===== src/rtl/mbreq_pkg.sv =====
package mbreq_pkg;
  typedef enum logic [2:0] {
    ERR_OK      = 3'd0,
    ERR_TIMEOUT = 3'd1,
    ERR_INVAL   = 3'd2,
    ERR_PROTO   = 3'd3,
    ERR_OPFAIL  = 3'd4
  } mb_err_e;

  localparam logic OP_SETUP    = 1'b0;
  localparam logic OP_TEARDOWN = 1'b1;

  localparam logic [2:0] TYPE_SETUP    = 3'd1;
  localparam logic [2:0] TYPE_TEARDOWN = 3'd2;
  localparam logic [2:0] REQ_VERSION   = 3'd0;

  localparam int HDR_OWNER_BIT = 31;
  localparam int DW            = 32;
endpackage


===== src/rtl/mbreq_packer.sv =====
module mbreq_packer
  import mbreq_pkg::*;
#(
  parameter int NQ         = 4,
  parameter int ADDR_W     = 64,
  parameter int PAGE_SHIFT = 12,
  parameter int FRAME_LO   = 48,
  parameter int VEC_IN_W   = 32,
  parameter int VEC_W      = 16,
  localparam int FRAME_W   = ADDR_W - PAGE_SHIFT,
  localparam int NIB_W     = FRAME_W - FRAME_LO,
  localparam int MSG_W     = NQ * FRAME_LO + NQ * NIB_W + VEC_W + DW
) (
  input  logic [NQ-1:0][ADDR_W-1:0] addr,
  input  logic [VEC_IN_W-1:0]       vec,
  input  logic                      op,
  input  logic                      reset_req,
  output logic [MSG_W-1:0]          msg,
  output logic                      args_ok
);
  localparam int NIB_BASE = NQ * FRAME_LO;
  localparam int VEC_BASE = NIB_BASE + NQ * NIB_W;
  localparam int HDR_BASE = VEC_BASE + VEC_W;

  logic [NQ-1:0] align_ok;
  logic [DW-1:0] hdr;

  for (genvar q = 0; q < NQ; q++) begin : g_queue
    logic [FRAME_W-1:0] frame;
    assign frame = addr[q][ADDR_W-1:PAGE_SHIFT];
    assign msg[q*FRAME_LO +: FRAME_LO]        = frame[FRAME_LO-1:0];
    assign msg[NIB_BASE + q*NIB_W +: NIB_W]   = frame[FRAME_W-1:FRAME_LO];
    assign align_ok[q] = (addr[q][PAGE_SHIFT-1:0] == '0);
  end

  always_comb begin
    hdr        = '0;
    hdr[2:0]   = (op == OP_TEARDOWN) ? TYPE_TEARDOWN : TYPE_SETUP;
    hdr[5:3]   = REQ_VERSION;
    hdr[24]    = reset_req;
  end

  assign msg[VEC_BASE +: VEC_W] = vec[VEC_W-1:0];
  assign msg[HDR_BASE +: DW]    = hdr;
  assign args_ok = (&align_ok) && (vec[VEC_IN_W-1:VEC_W] == '0);
endmodule


===== src/rtl/mbreq_reply_check.sv =====
module mbreq_reply_check
  import mbreq_pkg::*;
(
  input  logic [2:0] rep_type,
  input  logic [2:0] rep_ver,
  input  logic       rep_dir,
  input  logic [7:0] rep_status,
  input  logic [2:0] req_type,
  output mb_err_e    verdict
);
  always_comb begin
    if (rep_type != req_type || rep_ver > REQ_VERSION || !rep_dir)
      verdict = ERR_PROTO;
    else if (rep_status != 8'd0)
      verdict = ERR_OPFAIL;
    else
      verdict = ERR_OK;
  end
endmodule


===== src/rtl/mbreq_poll_pacer.sv =====
module mbreq_poll_pacer #(
  parameter int POLL_LIMIT = 20000,
  parameter int GAP_W      = 16,
  localparam int CNT_W     = $clog2(POLL_LIMIT + 1)
) (
  input  logic             clk,
  input  logic             rst,
  input  logic             clr,
  input  logic             retry,
  input  logic [GAP_W-1:0] gap,
  output logic             last_try,
  output logic             gap_done
);
  logic [CNT_W-1:0] tries;
  logic [GAP_W-1:0] gcnt;

  always_ff @(posedge clk) begin
    if (rst || clr) begin
      tries <= '0;
    end else if (retry) begin
      tries <= tries + 1'b1;
    end
  end

  always_ff @(posedge clk) begin
    if (rst) begin
      gcnt <= '0;
    end else if (retry) begin
      gcnt <= gap;
    end else if (gcnt != '0) begin
      gcnt <= gcnt - 1'b1;
    end
  end

  assign last_try = (tries == CNT_W'(POLL_LIMIT - 1));
  assign gap_done = (gcnt == '0);
endmodule


===== src/rtl/mbreq_engine.sv =====
module mbreq_engine
  import mbreq_pkg::*;
#(
  parameter int POLL_LIMIT = 20000,
  parameter int GAP_W      = 16,
  parameter int ADDR_W     = 64,
  parameter int PAGE_SHIFT = 12,
  parameter int VEC_IN_W   = 32,
  localparam int NQ        = 4,
  localparam int MSG_W     = 256,
  localparam int NDW       = MSG_W / DW,
  localparam int IDX_W     = $clog2(NDW)
) (
  input  logic              clk,
  input  logic              rst,
  input  logic              start,
  input  logic              op,
  input  logic              reset_req,
  input  logic [ADDR_W-1:0] evq_addr,
  input  logic [ADDR_W-1:0] cmq_addr,
  input  logic [ADDR_W-1:0] rxq_addr,
  input  logic [ADDR_W-1:0] txq_addr,
  input  logic [VEC_IN_W-1:0] irq_vec,
  input  logic [GAP_W-1:0]  poll_gap,
  output logic              mb_wr_en,
  output logic              mb_rd_en,
  output logic [IDX_W-1:0]  mb_addr,
  output logic [DW-1:0]     mb_wdata,
  input  logic [DW-1:0]     mb_rdata,
  input  logic              mb_rvalid,
  output logic              busy,
  output logic              done,
  output logic [2:0]        err
);
  localparam logic [IDX_W-1:0] LAST_IDX = IDX_W'(NDW - 1);

  typedef enum logic [2:0] {S_IDLE, S_RD, S_WAIT, S_GAP, S_WR} state_e;

  state_e                   state;
  logic                     reply_phase;
  logic [IDX_W-1:0]         idx;
  logic                     op_q, rflag_q;
  logic [NQ-1:0][ADDR_W-1:0] addr_q;
  logic [VEC_IN_W-1:0]      vec_q;
  logic [GAP_W-1:0]         gap_q;

  logic [MSG_W-1:0] msg;
  logic             args_ok;
  mb_err_e          verdict;
  logic             last_try, gap_done;

  logic    all_ones_ok, still_owned, fin, go_wr, retry;
  mb_err_e fin_code;

  mbreq_packer #(
    .NQ(NQ), .ADDR_W(ADDR_W), .PAGE_SHIFT(PAGE_SHIFT), .FRAME_LO(48),
    .VEC_IN_W(VEC_IN_W), .VEC_W(16)
  ) u_pack (
    .addr(addr_q), .vec(vec_q), .op(op_q), .reset_req(rflag_q),
    .msg(msg), .args_ok(args_ok)
  );

  mbreq_reply_check u_chk_rep (
    .rep_type(mb_rdata[2:0]), .rep_ver(mb_rdata[5:3]), .rep_dir(mb_rdata[7]),
    .rep_status(mb_rdata[15:8]),
    .req_type((op_q == OP_TEARDOWN) ? TYPE_TEARDOWN : TYPE_SETUP),
    .verdict(verdict)
  );

  mbreq_poll_pacer #(.POLL_LIMIT(POLL_LIMIT), .GAP_W(GAP_W)) u_pace (
    .clk(clk), .rst(rst),
    .clr(state == S_IDLE || state == S_WR),
    .retry(retry), .gap(gap_q),
    .last_try(last_try), .gap_done(gap_done)
  );

  // decision on a returned poll read
  always_comb begin
    all_ones_ok = reply_phase && rflag_q && (&mb_rdata);
    still_owned = mb_rdata[HDR_OWNER_BIT] && !all_ones_ok;
    fin      = 1'b0;
    go_wr    = 1'b0;
    retry    = 1'b0;
    fin_code = ERR_OK;
    if (state == S_WAIT && mb_rvalid) begin
      if (all_ones_ok) begin
        fin = 1'b1;
      end else if (still_owned) begin
        if (last_try) begin
          fin      = 1'b1;
          fin_code = ERR_TIMEOUT;
        end else begin
          retry = 1'b1;
        end
      end else if (!reply_phase) begin
        if (op_q == OP_SETUP && !args_ok) begin
          fin      = 1'b1;
          fin_code = ERR_INVAL;
        end else begin
          go_wr = 1'b1;
        end
      end else begin
        fin      = 1'b1;
        fin_code = verdict;
      end
    end
  end

  always_ff @(posedge clk) begin
    if (rst) begin
      state       <= S_IDLE;
      reply_phase <= 1'b0;
      idx         <= '0;
      op_q        <= 1'b0;
      rflag_q     <= 1'b0;
      addr_q      <= '0;
      vec_q       <= '0;
      gap_q       <= '0;
      mb_wr_en    <= 1'b0;
      mb_rd_en    <= 1'b0;
      mb_addr     <= '0;
      mb_wdata    <= '0;
      busy        <= 1'b0;
      done        <= 1'b0;
      err         <= ERR_OK;
    end else begin
      done     <= 1'b0;
      mb_wr_en <= 1'b0;
      mb_rd_en <= 1'b0;
      case (state)
        S_IDLE: if (start) begin
          op_q        <= op;
          rflag_q     <= reset_req;
          addr_q      <= {txq_addr, rxq_addr, cmq_addr, evq_addr};
          vec_q       <= irq_vec;
          gap_q       <= poll_gap;
          reply_phase <= 1'b0;
          busy        <= 1'b1;
          state       <= S_RD;
        end
        S_RD: begin
          mb_rd_en <= 1'b1;
          mb_addr  <= LAST_IDX;
          state    <= S_WAIT;
        end
        S_WAIT: begin
          if (fin) begin
            done  <= 1'b1;
            err   <= fin_code;
            busy  <= 1'b0;
            state <= S_IDLE;
          end else if (go_wr) begin
            idx   <= (op_q == OP_TEARDOWN) ? LAST_IDX : '0;
            state <= S_WR;
          end else if (retry) begin
            state <= S_GAP;
          end
        end
        S_GAP: if (gap_done) state <= S_RD;
        S_WR: begin
          mb_wr_en <= 1'b1;
          mb_addr  <= idx;
          mb_wdata <= msg[int'(idx)*DW +: DW];
          if (idx == LAST_IDX) begin
            reply_phase <= 1'b1;
            state       <= S_RD;
          end else begin
            idx <= idx + 1'b1;
          end
        end
        default: state <= S_IDLE;
      endcase
    end
  end
endmodule


===== config.mk =====
export PLATFORM = sky130hd
export DESIGN_NAME = mbreq_engine
export DESIGN_NICKNAME = d
export VERILOG_FILES = /design/src/rtl/mbreq_pkg.sv /design/src/rtl/mbreq_packer.sv /design/src/rtl/mbreq_reply_check.sv /design/src/rtl/mbreq_poll_pacer.sv /design/src/rtl/mbreq_engine.sv
export SDC_FILE = /design/constraint.sdc
export NUM_CORES = 1
export LEC_CHECK = 0
export ABC_AREA = 1
export BUFFER_PORTS_ARGS = -buffer_cell sky130_fd_sc_hd__buf_2
export CORE_MARGIN = 2
export CORE_UTILIZATION = 28
export CTS_CLUSTER_SIZE = 24
export DETAILED_ROUTE_END_ITERATION = 8
export PLACE_DENSITY = 0.53
export SYNTH_ARGS = -nofsm -noshare
export SYNTH_HDL_FRONTEND = slang
export SYNTH_HIERARCHICAL = 1
export SYNTH_SLANG_ARGS = --single-unit

===== constraint.sdc =====
create_clock -name clk -period 3.9 [get_ports clk]
set_input_delay 0.195 -clock clk [delete_from_list [all_inputs] [get_ports clk]]
set_output_delay 0.195 -clock clk [all_outputs]
set_load 0.02 [all_outputs]

# Yosys cells after proc, flatten, opt, wreduce, memory -nomap -nowiden
# Index checks and enable logic that the tools add are counted.
[classes]
shifts = 1
addsub = 3
bitwise_logic = 2
n_eq_ne = 15
multipliers = 0
reduce_logical = 36
div_mod_pow = 0
mux = 48
magnitude_cmp = 1
[ops]
columns = ["operator", "count"]
rows = [
  ["256-bit by 9-bit indexed part select with 32-bit output", 1],
  ["12-bit zero test", 4],
  ["3-bit 2-to-1 mux", 16],
  ["16-bit zero test", 2],
  ["16-bit 2-to-1 mux", 2],
  ["32-bit AND reduction", 1],
  ["1-bit 2-to-1 mux", 23],
  ["16-bit nonzero test", 1],
  ["16-bit by 1-bit subtractor with 16-bit output (second input constant)", 1],
  ["15-bit by 1-bit adder with 15-bit output (second input constant)", 1],
  ["15-bit == test (second input constant)", 1],
  ["3-bit one-hot mux with 5 select lines", 1],
  ["2-bit != test (second input constant)", 6],
  ["3-bit one-hot mux with 2 select lines", 2],
  ["4-bit AND reduction", 3],
  ["2-bit nonzero test", 5],
  ["8-bit nonzero test", 1],
  ["3-bit by 2-bit == test with 1-bit output (second input constant)", 2],
  ["3-bit == test (second input constant)", 2],
  ["1-bit logical AND", 6],
  ["3-bit AND reduction", 2],
  ["1-bit logical OR", 4],
  ["2-bit 2-to-1 mux", 2],
  ["4-bit != test (second input constant)", 1],
  ["11 further kinds", 16],
]
[totals]
wordCells = 126
output_inout_bits = 42
latchBits = 0
mem_count = 0
mem_bits_rw = 0
romBits = 0
ff_bits = 386

# Longest topological paths before layout
# Gate-level depths: netlist of run 1.
[depth]
ltp_word = 13
ltp_mapped = 15
mapped_depth_nobuf = 15

# Modules after synthesis
# Netlist of run 1, hierarchy kept.
[modules_own_cells]
columns = ["mod", "seq_area_each_um2", "cells_per_inst", "area_per_inst_um2", "n_inst"]
rows = [
  ["mbreq_engine", 7106.8, 2061, 14589.0, 1],
  ["mbreq_packer", 0.0, 332, 2229.6, 1],
  ["mbreq_poll_pacer", 620.6, 283, 1785.5, 1],
  ["mbreq_reply_check", 0.0, 31, 130.1, 1],
]

# Worst setup path before layout of run 1
# OpenSTA, ideal clock, no wires.
[synth_timing]
kind = "reg2reg"
startpoint = "register u_pace.tries[0]"
endpoint = "register u_pace.gcnt[8]"
slack_ps = 2007
t_arrival_ps = 1765
stages_incl_launch_ff = 13
period_less_slack_ps = 1893
cell_sequence = "dfxtp_1 ha_1 inv_1 nor4_1 and3_1 inv_1 nand3_1 nor2_1 inv_1 clkbuf_1 or2_2 nand3_1 nor2_1"
[synth_via]
elab_chain_cells = 6
elab_cells_between_ends = 7
cone_classes = "1 x eq/ne; 5 x mux; 1 x reduce/logical"
[synth_lines]
columns = ["element", "line", "rtl"]
rows = [
  ["from (decl)", "mbreq_poll_pacer.sv:14", "logic [CNT_W-1:0] tries;"],
  ["from (signal assigned)", "mbreq_poll_pacer.sv:21", "tries <= tries + 1'b1;"],
  ["15-bit == test (*)", "mbreq_poll_pacer.sv:35", "assign last_try = (tries == CNT_W'(POLL_LIMIT - 1));"],
  ["net last_try", "mbreq_engine.sv:50", "logic last_try, gap_done;"],
  ["1-bit 2-to-1 mux (*)", "mbreq_engine.sv:89", "if (last_try) begin"],
  ["1-bit 2-to-1 mux (*)", "mbreq_engine.sv:88", "end else if (still_owned) begin"],
  ["1-bit 2-to-1 mux (*)", "mbreq_engine.sv:86", "if (all_ones_ok) begin"],
  ["1-bit 2-to-1 mux (*)", "mbreq_engine.sv:85", "if (state == S_WAIT && mb_rvalid) begin"],
  ["net retry", "mbreq_engine.sv:52", "logic all_ones_ok, still_owned, fin, go_wr, retry;"],
  ["16-bit 2-to-1 mux / 2-bit nonzero test (equally long branches)", "-", ""],
  ["to (signal assigned)", "mbreq_poll_pacer.sv:29", "gcnt <= gap;"],
  ["to (signal assigned)", "mbreq_poll_pacer.sv:31", "gcnt <= gcnt - 1'b1;"],
  ["to (decl)", "mbreq_poll_pacer.sv:15", "logic [GAP_W-1:0] gcnt;"],
]
# The timed path passes the listed nets; every way through them passes the cells marked *.
# A chain may end at the register's enable or synchronous reset.

# Worst setup path after layout of run 1
[layout_timing]
startpoint = "register addr_q[3] (netlist name)"
endpoint = "register err[0]"
[layout_via]
elab_chain_cells = 11
[layout_lines]
columns = ["element", "line", "rtl"]
rows = [
  ["from (decl)", "mbreq_engine.sv:43", "logic [NQ-1:0][ADDR_W-1:0] addr_q;"],
  ["from (signal assigned)", "mbreq_engine.sv:134", "addr_q <= {txq_addr, rxq_addr, cmq_addr, evq_addr};"],
  ["12-bit zero test", "mbreq_packer.sv:33", "assign align_ok[q] = (addr[q][PAGE_SHIFT-1:0] == '0);"],
  ["4-bit AND reduction", "mbreq_packer.sv:45", "assign args_ok = (&align_ok) && (vec[VEC_IN_W-1:VEC_W] == '0);"],
  ["1-bit logical AND", "mbreq_packer.sv:45", ""],
  ["net args_ok", "mbreq_engine.sv:48", "logic args_ok;"],
  ["1-bit zero test", "mbreq_engine.sv:96", "if (op_q == OP_SETUP && !args_ok) begin"],
  ["1-bit logical AND", "mbreq_engine.sv:96", ""],
  ["1-bit 2-to-1 mux", "mbreq_engine.sv:96", ""],
  ["1-bit 2-to-1 mux", "mbreq_engine.sv:95", "end else if (!reply_phase) begin"],
  ["1-bit 2-to-1 mux", "mbreq_engine.sv:88", ""],
  ["1-bit 2-to-1 mux", "mbreq_engine.sv:86", ""],
  ["1-bit 2-to-1 mux", "mbreq_engine.sv:85", ""],
  ["2-bit AND reduction (no line)", "-", ""],
  ["to (signal assigned)", "mbreq_engine.sv:149", "err <= fin_code;"],
  ["to (decl)", "mbreq_engine.sv:33", "output logic [2:0] err"],
]
# The timed path passes the listed nets, and every way through them passes these cells.

==> results of run 1 <==
final cells by class:
| cell class | instances | area [um2] | share of cell area, % |
|---|---|---|---|
| timing repair buffer | 713 | 5230 | 21.7 |
| clock buffer | 69 | 1430 | 5.94 |
| antenna | 7 | 17.5 | 0.0726 |
| tap | 864 | 1080 | 4.48 |
| clock inverter | 17 | 256 | 1.06 |
| multi-input combinational | 1810 | 7900 | 32.8 |
| sequential | 386 | 7730 | 32.1 |
| inverter | 119 | 464 | 1.93 |
routing by layer:
metal,part of all wire (%),vias to the layer above
met3,5.3,99
met1,47,8114
met4,2.3,18
met2,46,399
met5,0.19,-
li1,-,9130
sequential cells by signal (all words and copies together), names as in the netlist, 3 cells and up:
| signal | cells |
|---|---|
| vec_q | 32 |
| u_pace/gcnt | 16 |
| mb_addr | 3 |
| err | 3 |
| u_pace/tries | 15 |
| mb_wdata | 32 |
| idx | 3 |
| gap_q | 16 |
| state | 3 |
| addr_q | 256 |
power groups by stage:
stage	logic (uW)	registers (uW)	clock network, uW
6_report	3740	5370	4750
5_1_grt	4260	5480	5040
4_1_cts	3770	5360	4890
3_5_place_dp	3500	5430	0
3_3_place_gp	3490	5440	0
2_1_floorplan	3490	5330	0
cells in the final DEF, fill, tap and decap left out, types with 17 or more instances in the layout:
cell type      instances
a21oi_1               34
nand3_1               52
nand2_1              276
o21ai_1               87
dlygate4sd3_1        308
dfxtp_1              384
o21ai_0              368
o22ai_1               65
buf_2                383
inv_1                109
nor2_1               829
conb_1                31
clkbuf_16             50
buf_4                 17
metrics by stage:
step	setup WS, ns	util [%]
finish	1.26	36.5
detailed placement	1.28	29.3
global route	0.898	36.5
global placement	1.28	29.3
floorplan	2.01	-
CTS	1.26	36.5
path summary, 6_finish.rpt:
check	cells after the start	to	from	slack, ns
max	14	err[0]	addr_q[3]	1.26
max reg2reg	14	err[0]	addr_q[3]	1.26
min reg2reg	2	u_pace/gcnt[12]	gap_q[12]	0.46
min	2	u_pace/gcnt[10]	rst	0.12
worst max-delay path: stages (launching register included):
cell and delay (ns):
dfxtp_1 0.31, inv_1 0.05, nand2_1 0.04, nor2_1 0.17, nand2_1 0.07, nor2_1 0.20, nand2_1 0.14, nor2_1 0.55
o21bai_1 0.18, nor2_1 0.22, nor2_1 0.10, nand2_1 0.18, inv_1 0.10, o21ai_0 0.17, a21oi_1 0.05
kinds of logic after synthesis:
logic type	synth area share, %
DFF	41.2
other	0.0401
adders and majority gates	0.267
AOI/OAI and AO/OA	15.6
buffers and inverters	17.2
xor gates and xnor gates	0.234
and+or+nand+nor	25.4
==> out/results.txt, run 1 <==
GR Overflow Total - 0
Root Buffer - clkbuf_16
Max Clock Skew - 0.0115 ns
RSZ-0062 raised after global routing - no
grt met1 use - 23.6%
final hold violations - 0
initial antenna violation count - 15
#FFs+latches synth - 386
# port buffers - 383
register area share after synthesis - 41.2%
Final Wtd Congestion - 0.810
Die ar. - 69000 um2
post-cts sizing count - 0
Power Density - 574 nW/um2
# IOs - 384
DRT Pass-1 Iters - 5
post-synth top area cell - dfxtp_1
placed cell count - 3584
cell area after layout - 24100 um2
first-pass GRT wire length - 98.5 mm
Synth top area share - 41.2%
post-CTS setup buffers - 0
drt wl/cell - 15.9 um
CTS clock-pin slew for the worst setup and hold paths - 0.06 ns
GR Layer Usage met2 - 29.3%
Final HPWL DP - 39.4 mm
remaining routing DRC violations - 0
Flop pwr share - 38.7%
arrival time worst endpoint - 3.09 ns
TritonCTS buffer count - 47
Worst-Margin Slew - 1.08 ns
Combinational Power Share - 27.0%
global-route usage over all layers - 17.8%
final WL - 63.3 mm
period utilisation layout - 67.8%
Post-Syn Area - 18700 um2
Routed Antenna Nets - 0
EDFF count, synth - 0
vias in the first global route - 17382
Final setup viols - 0
most frequent cell after synthesis - nor2_1
GRT met3 Usage - 3.77%
Avg Cell Area, Syn - 6.92 um2
ys flop type - dfxtp_1
Syn. warnings - 6
Via density - 4.46
num rows - 94
Starting Density - 28.4%
Layout fillers - 6863
Fmax - 378 MHz
status - finished, final reports clean
final net count - 3423
fin cells - 3985
vias - 17760
Max-Cap Viols - 0
Sw Pwr - 4690 uW
CTS Sinks - 386
Tmin final - 2.64 ns
final hold slack - 0.124 ns
H-tree Lvls - 2
Placed Area - 19300 um2
GRT Max-Usage Layer - met2
Hold Crit Class - in -> reg
layout cells sized above 1 - 16.7%
endpoint class of the critical path - flop
Power Internal - 9160 uW
Die H - 263 um
Iter 0 DRT Violations - 929
Die W - 263 um
leakage - 0.0111 uW
max_slew headroom - 28.0%
Worst Setup Start Kind - flop
worst vdd ir - 0.331 mV
Sw Ratio - 33.8%
Slew Viols, Final - 0
Post-synth top cells - 829 x nor2_1, 386 x dfxtp_1, 368 x o21ai_0
post-synth cell types - 43
Required @ worst endpoint - 4.35 ns
Clk pwr share - 34.3%
core area - 66000 um2
Async SR Flop Fraction - 0%
sum of negative setup slack - 0 ns
Synth Instances - 2707
largest net degree at the start of global routing - 196
clk buf depth - 3
largest fanout on the critical path - 4
Synth-to-Final Area Change - 28.7%
Skew-Pair Late Insertion Delay - 0.57 ns
CTS Hold Bufs - 308
Final Power - 13900 uW
Synth area leaders - dfxtp_1 41%, nor2_1 17%, buf_4 10%
clock tree from TritonCTS - yes
Worst Setup Path Type - reg -> reg
(Power assumes the default switching activity.)
==> run 2, diff against run 1 <==
--- a/config.mk
+++ b/config.mk
@@ -5,13 +5,13 @@
 export SDC_FILE = /design/constraint.sdc
 export NUM_CORES = 1
 export LEC_CHECK = 0
-export ABC_AREA = 1
+export ABC_AREA = 0
 export BUFFER_PORTS_ARGS = -buffer_cell sky130_fd_sc_hd__buf_2
 export CORE_MARGIN = 2
 export CORE_UTILIZATION = 28
 export CTS_CLUSTER_SIZE = 24
 export DETAILED_ROUTE_END_ITERATION = 8
-export PLACE_DENSITY = 0.53
+export PLACE_DENSITY = 0.55
 export SYNTH_ARGS = -nofsm -noshare
 export SYNTH_HDL_FRONTEND = slang
 export SYNTH_HIERARCHICAL = 1
==> constraint.sdc (replaced) <==
create_clock -name clk -period 2.4 [get_ports clk]
set_input_delay 0.12 -clock clk [delete_from_list [all_inputs] [get_ports clk]]
set_output_delay 0.12 -clock clk [all_outputs]
set_load 0.02 [all_outputs]
==> out/results.txt, run 2 <==
status - finished, final reports clean
Slew Viols, Final - 0 (unchanged)
clk buf depth - 3 (unchanged)
largest fanout on the critical path - 13 (+9)
Synth area leaders - dfxtp_1 43%, nand2_1 13%, buf_4 11%
Max-Cap Viols - 0 (unchanged)
CP peak stage delay - 0.70 ns (+0.15 ns)
Flop pwr share - 39.5% (+0.8 points)
vias in the first global route - 16355 (-5.9%)
Sw Ratio - 29.6% (-4.2 points)
first-pass GRT wire length - 88.6 mm (-10%)
Final HPWL DP - 39.9 mm (+1.4%)
Sw Pwr - 5660 uW (+21%)
FF-to-FF setup slack - 0.09 ns (-1.17 ns)
Final WS setup - 0.0898 ns (-1.17 ns)
post-synth cell types - 64 (+49%)
clock tree from TritonCTS - yes
Post-Synth XOR/XNOR Area - 0.927% (+0.69 points)
vias - 16101 (-9.3%)
leakage - 0.00940 uW (-15%)
Hold Crit Depth - 5 (+3)
Root Buffer - clkbuf_16
final WL - 59.1 mm (-6.6%)
largest net degree at the start of global routing - 125 (-36%)
Placed Area - 19200 um2 (-0.80%)
R2R Path Start - state[2]
Clk pwr share - 38.1% (+3.8 points)
DRT Pass-1 Iters - 6 (+1)
largest reg by FF count - addr_q
endpoint class of the critical path - flop
drt wl/cell - 17.0 um (+7.0%)
Worst Setup Start Kind - flop
RSZ-0062 raised after global routing - no
initial antenna violation count - 12 (-3)
Iter 0 DRT Violations - 904 (-2.7%)
Max Clock Skew - 0.0176 ns (+0.00618 ns)
top flop regs - addr_q (256), mb_wdata (32), vec_q (32)
Post-Syn Area - 18000 um2 (-4.2%)
crit-path cells - buf_4, nand2b_1, or3_2, nand2_1, a21oi_1, dlygate4sd3_1
Largest delay share family, worst path - simple AND/OR/NAND/NOR gates
Syn. warnings - 6 (unchanged)
leading cell type in the layout, fill and taps excluded - nand2_1
Required @ worst endpoint - 2.87 ns (-1.48 ns)
Post-synth top cells - 644 x nand2_1, 386 x dfxtp_1, 318 x a21oi_1
post-synth top area cell - dfxtp_1
Via density - 4.63 (+3.8%)
Die H - 257 um (-2.1%)
Synth Instances - 2144 (-21%)
Power Density - 790 nW/um2 (+38%)
max_slew headroom - 59.3% (+31 points)
commonest cells after routing, fill and taps aside - 644 x nand2_1, 382 x dfxtp_1, 382 x buf_2, 326 x dlygate4sd3_1, 318 x a21oi_1
max FFs per register - 256 (unchanged)
ys flop type - dfxtp_1
H-tree Lvls - 2 (unchanged)
RR Endpoint - gap_q[6]
CTS clock-pin slew for the worst setup and hold paths - 0.06 ns (about the same)
worst slack, placed - -0.0452 ns (-1.33 ns)
Fmax - 433 MHz (+14%)
CP max-delay cell - or3_2
Avg Cell Area, Syn - 8.37 um2 (+21%)
Simple-Gate Fraction of Synth Area - 19.2% (-6.2 points)
most frequent cell after synthesis - nand2_1
Starting Density - 28.4% (about the same)
final net count - 2939 (-14%)
CP Buf/Inv Count - 2 (unchanged)
final hold violations - 0 (unchanged)
Worst-Margin Slew - 0.605 ns (-0.476 ns)
reg2reg path depth - 6 (-8)
CTS Sinks - 386 (unchanged)
Synth top area share - 43.0% (+1.8 points)
Final setup viols - 0 (unchanged)
period utilisation layout - 96.3% (+28 points)
layout cells sized above 1 - 23.3% (+6.6 points)
num rows - 92 (-2.1%)
Tmin final - 2.31 ns (-0.333 ns)
Synth-to-Final Area Change - 34.8%
Synth Area in Adders - 0.279% (+0.012 points)
TritonCTS buffer count - 46 (-2.1%)
Worst Hold Launch - start
main combinational cell family by area after synthesis - simple AND/OR/NAND/NOR gates
GR Overflow Total - 0 (unchanged)
Combinational Power Share - 22.4% (-4.6 points)
Die ar. - 66200 um2 (-4.1%)
worst vdd ir - 0.515 mV (+56%)
global-route usage over all layers - 17.0% (-0.89 points)
remaining routing DRC violations - 0 (unchanged)
Die W - 257 um (-2.1%)
Hold Crit Class - in -> reg
# IOs - 384 (unchanged)
register area share after synthesis - 43.0% (+1.8 points)
cell area after layout - 24200 um2 (+0.36%)
#FFs+latches synth - 386 (unchanged)
Async SR Flop Fraction - 0% (unchanged)
compound-gate portion of the synthesized area - 12.3% (-3.4 points)
mux share of post-synthesis cell area - 10.0% (+10 points)
Routed Antenna Nets - 0 (unchanged)
Worst Setup Path Type - reg -> reg
Skew-Pair Late Insertion Delay - 0.59 ns (+0.02 ns)
Power Internal - 13500 uW (+47%)
# port buffers - 383 (unchanged)
arrival time worst endpoint - 2.78 ns (-0.31 ns)
Final Wtd Congestion - 0.860 (+6.2%)
core area - 63200 um2 (-4.2%)
EDFF count, synth - 0 (unchanged)
Worst Hold Path EP - state[0]
[run 2: changes by cell type after synthesis, sizes merged, moves of 11 or more]
cell	before	now
a211oi	1	34
mux4	0	64
o21ai	455	15
nor4	3	29
o22ai	65	1
or3	0	11
mux2i	0	36
inv	118	9
nand3	53	9
nand2	280	644
xnor2	2	13
nor2	845	73
a21oi	35	318
buf	325	302
[run 2: kinds of logic after synthesis]
logic type	after synthesis
xor+xnor	19
other cells	2
mux	100
flops	386
buf+inv	408
compound gates	398
simple gates	827
fa+ha+maj	4
[run 2: layer usage]
metal  routed length [um]  part of all wire (%)  GRT usage (%)
met1                25400                    43           20.7
met2                28600                    48           29.3
met3                 3460                   5.8           3.65
met4                 1620                   2.7           6.04
met5                   69                  0.12              0
[run 2: power by group through the flow]
| stage | Sequential, uW | Clock, uW | Combinational [uW] |
|---|---|---|---|
| finish | 7560 | 7270 | 4290 |
| global route | 7640 | 7760 | 4720 |
| CTS | 7550 | 7480 | 4190 |
| detailed placement | 7690 | 0 | 3710 |
| global placement | 7650 | 0 | 3670 |
| floorplan | 7610 | 0 | 2980 |
[run 2: final cells by class]
class,instances,area (um2)
Inverter,9,33.8
Tap cell,846,1060
Multi-Input combinational cell,1379,7850
Clock inverter,14,203
Antenna cell,6,15.0
Sequential cell,386,7740
Timing Repair Buffer,771,5920
Clock buffer,69,1380
Fill cell,6267,39000
[run 2: how the worst max path moves through the flow]
stage / from / slack [ns] / depth (start not counted) / to
after CTS: addr_q[138] / -0.003 / 9 / idx[2]
after floorplan: u_pace/tries[0] / 0.11 / 9 / u_pace/tries[13]
after global placement: vec_q[16] / -0.05 / 9 / idx[0]
after detailed placement: vec_q[16] / -0.05 / 9 / idx[0]
after global routing: vec_q[21] / 0.008 / 9 / idx[0]
final: state[2] / 0.09 / 6 / gap_q[6]
[run 2: metrics by stage]
step | instances | hold WS [ns] | utilization (%) | TNS (ns) | total power [uW]
4_1_cts | 3463 | 0.0242 | 38.0 | -0.00303 | 19200
3_5_place_dp | 3052 | 0.365 | 30.3 | -0.135 | 11400
5_1_grt | 3479 | 0.149 | 38.3 | 0 | 20100
6_report | 3480 | 0.137 | 38.3 | 0 | 19100
2_1_floorplan | 2172 | 0.189 | - | 0 | 10600
3_3_place_gp | 3052 | 0.362 | 30.3 | -0.0472 | 11300
[run 2: repair_timing]
action	in CTS	in global routing
hold buffers	326	0
cloned	0	3
endpoints found under the setup margin	5	22
gates resized for setup	2	12
endpoints found under the hold margin	313	0
buffers inserted	2	8
pin swaps	1	6
[run 2: tightest hold or removal path: stages]
cell	delay (ns)
buf_2	0.10
nand2b_1	0.15
nand2_1	0.10
a22oi_1	0.06
o22ai_1	0.14
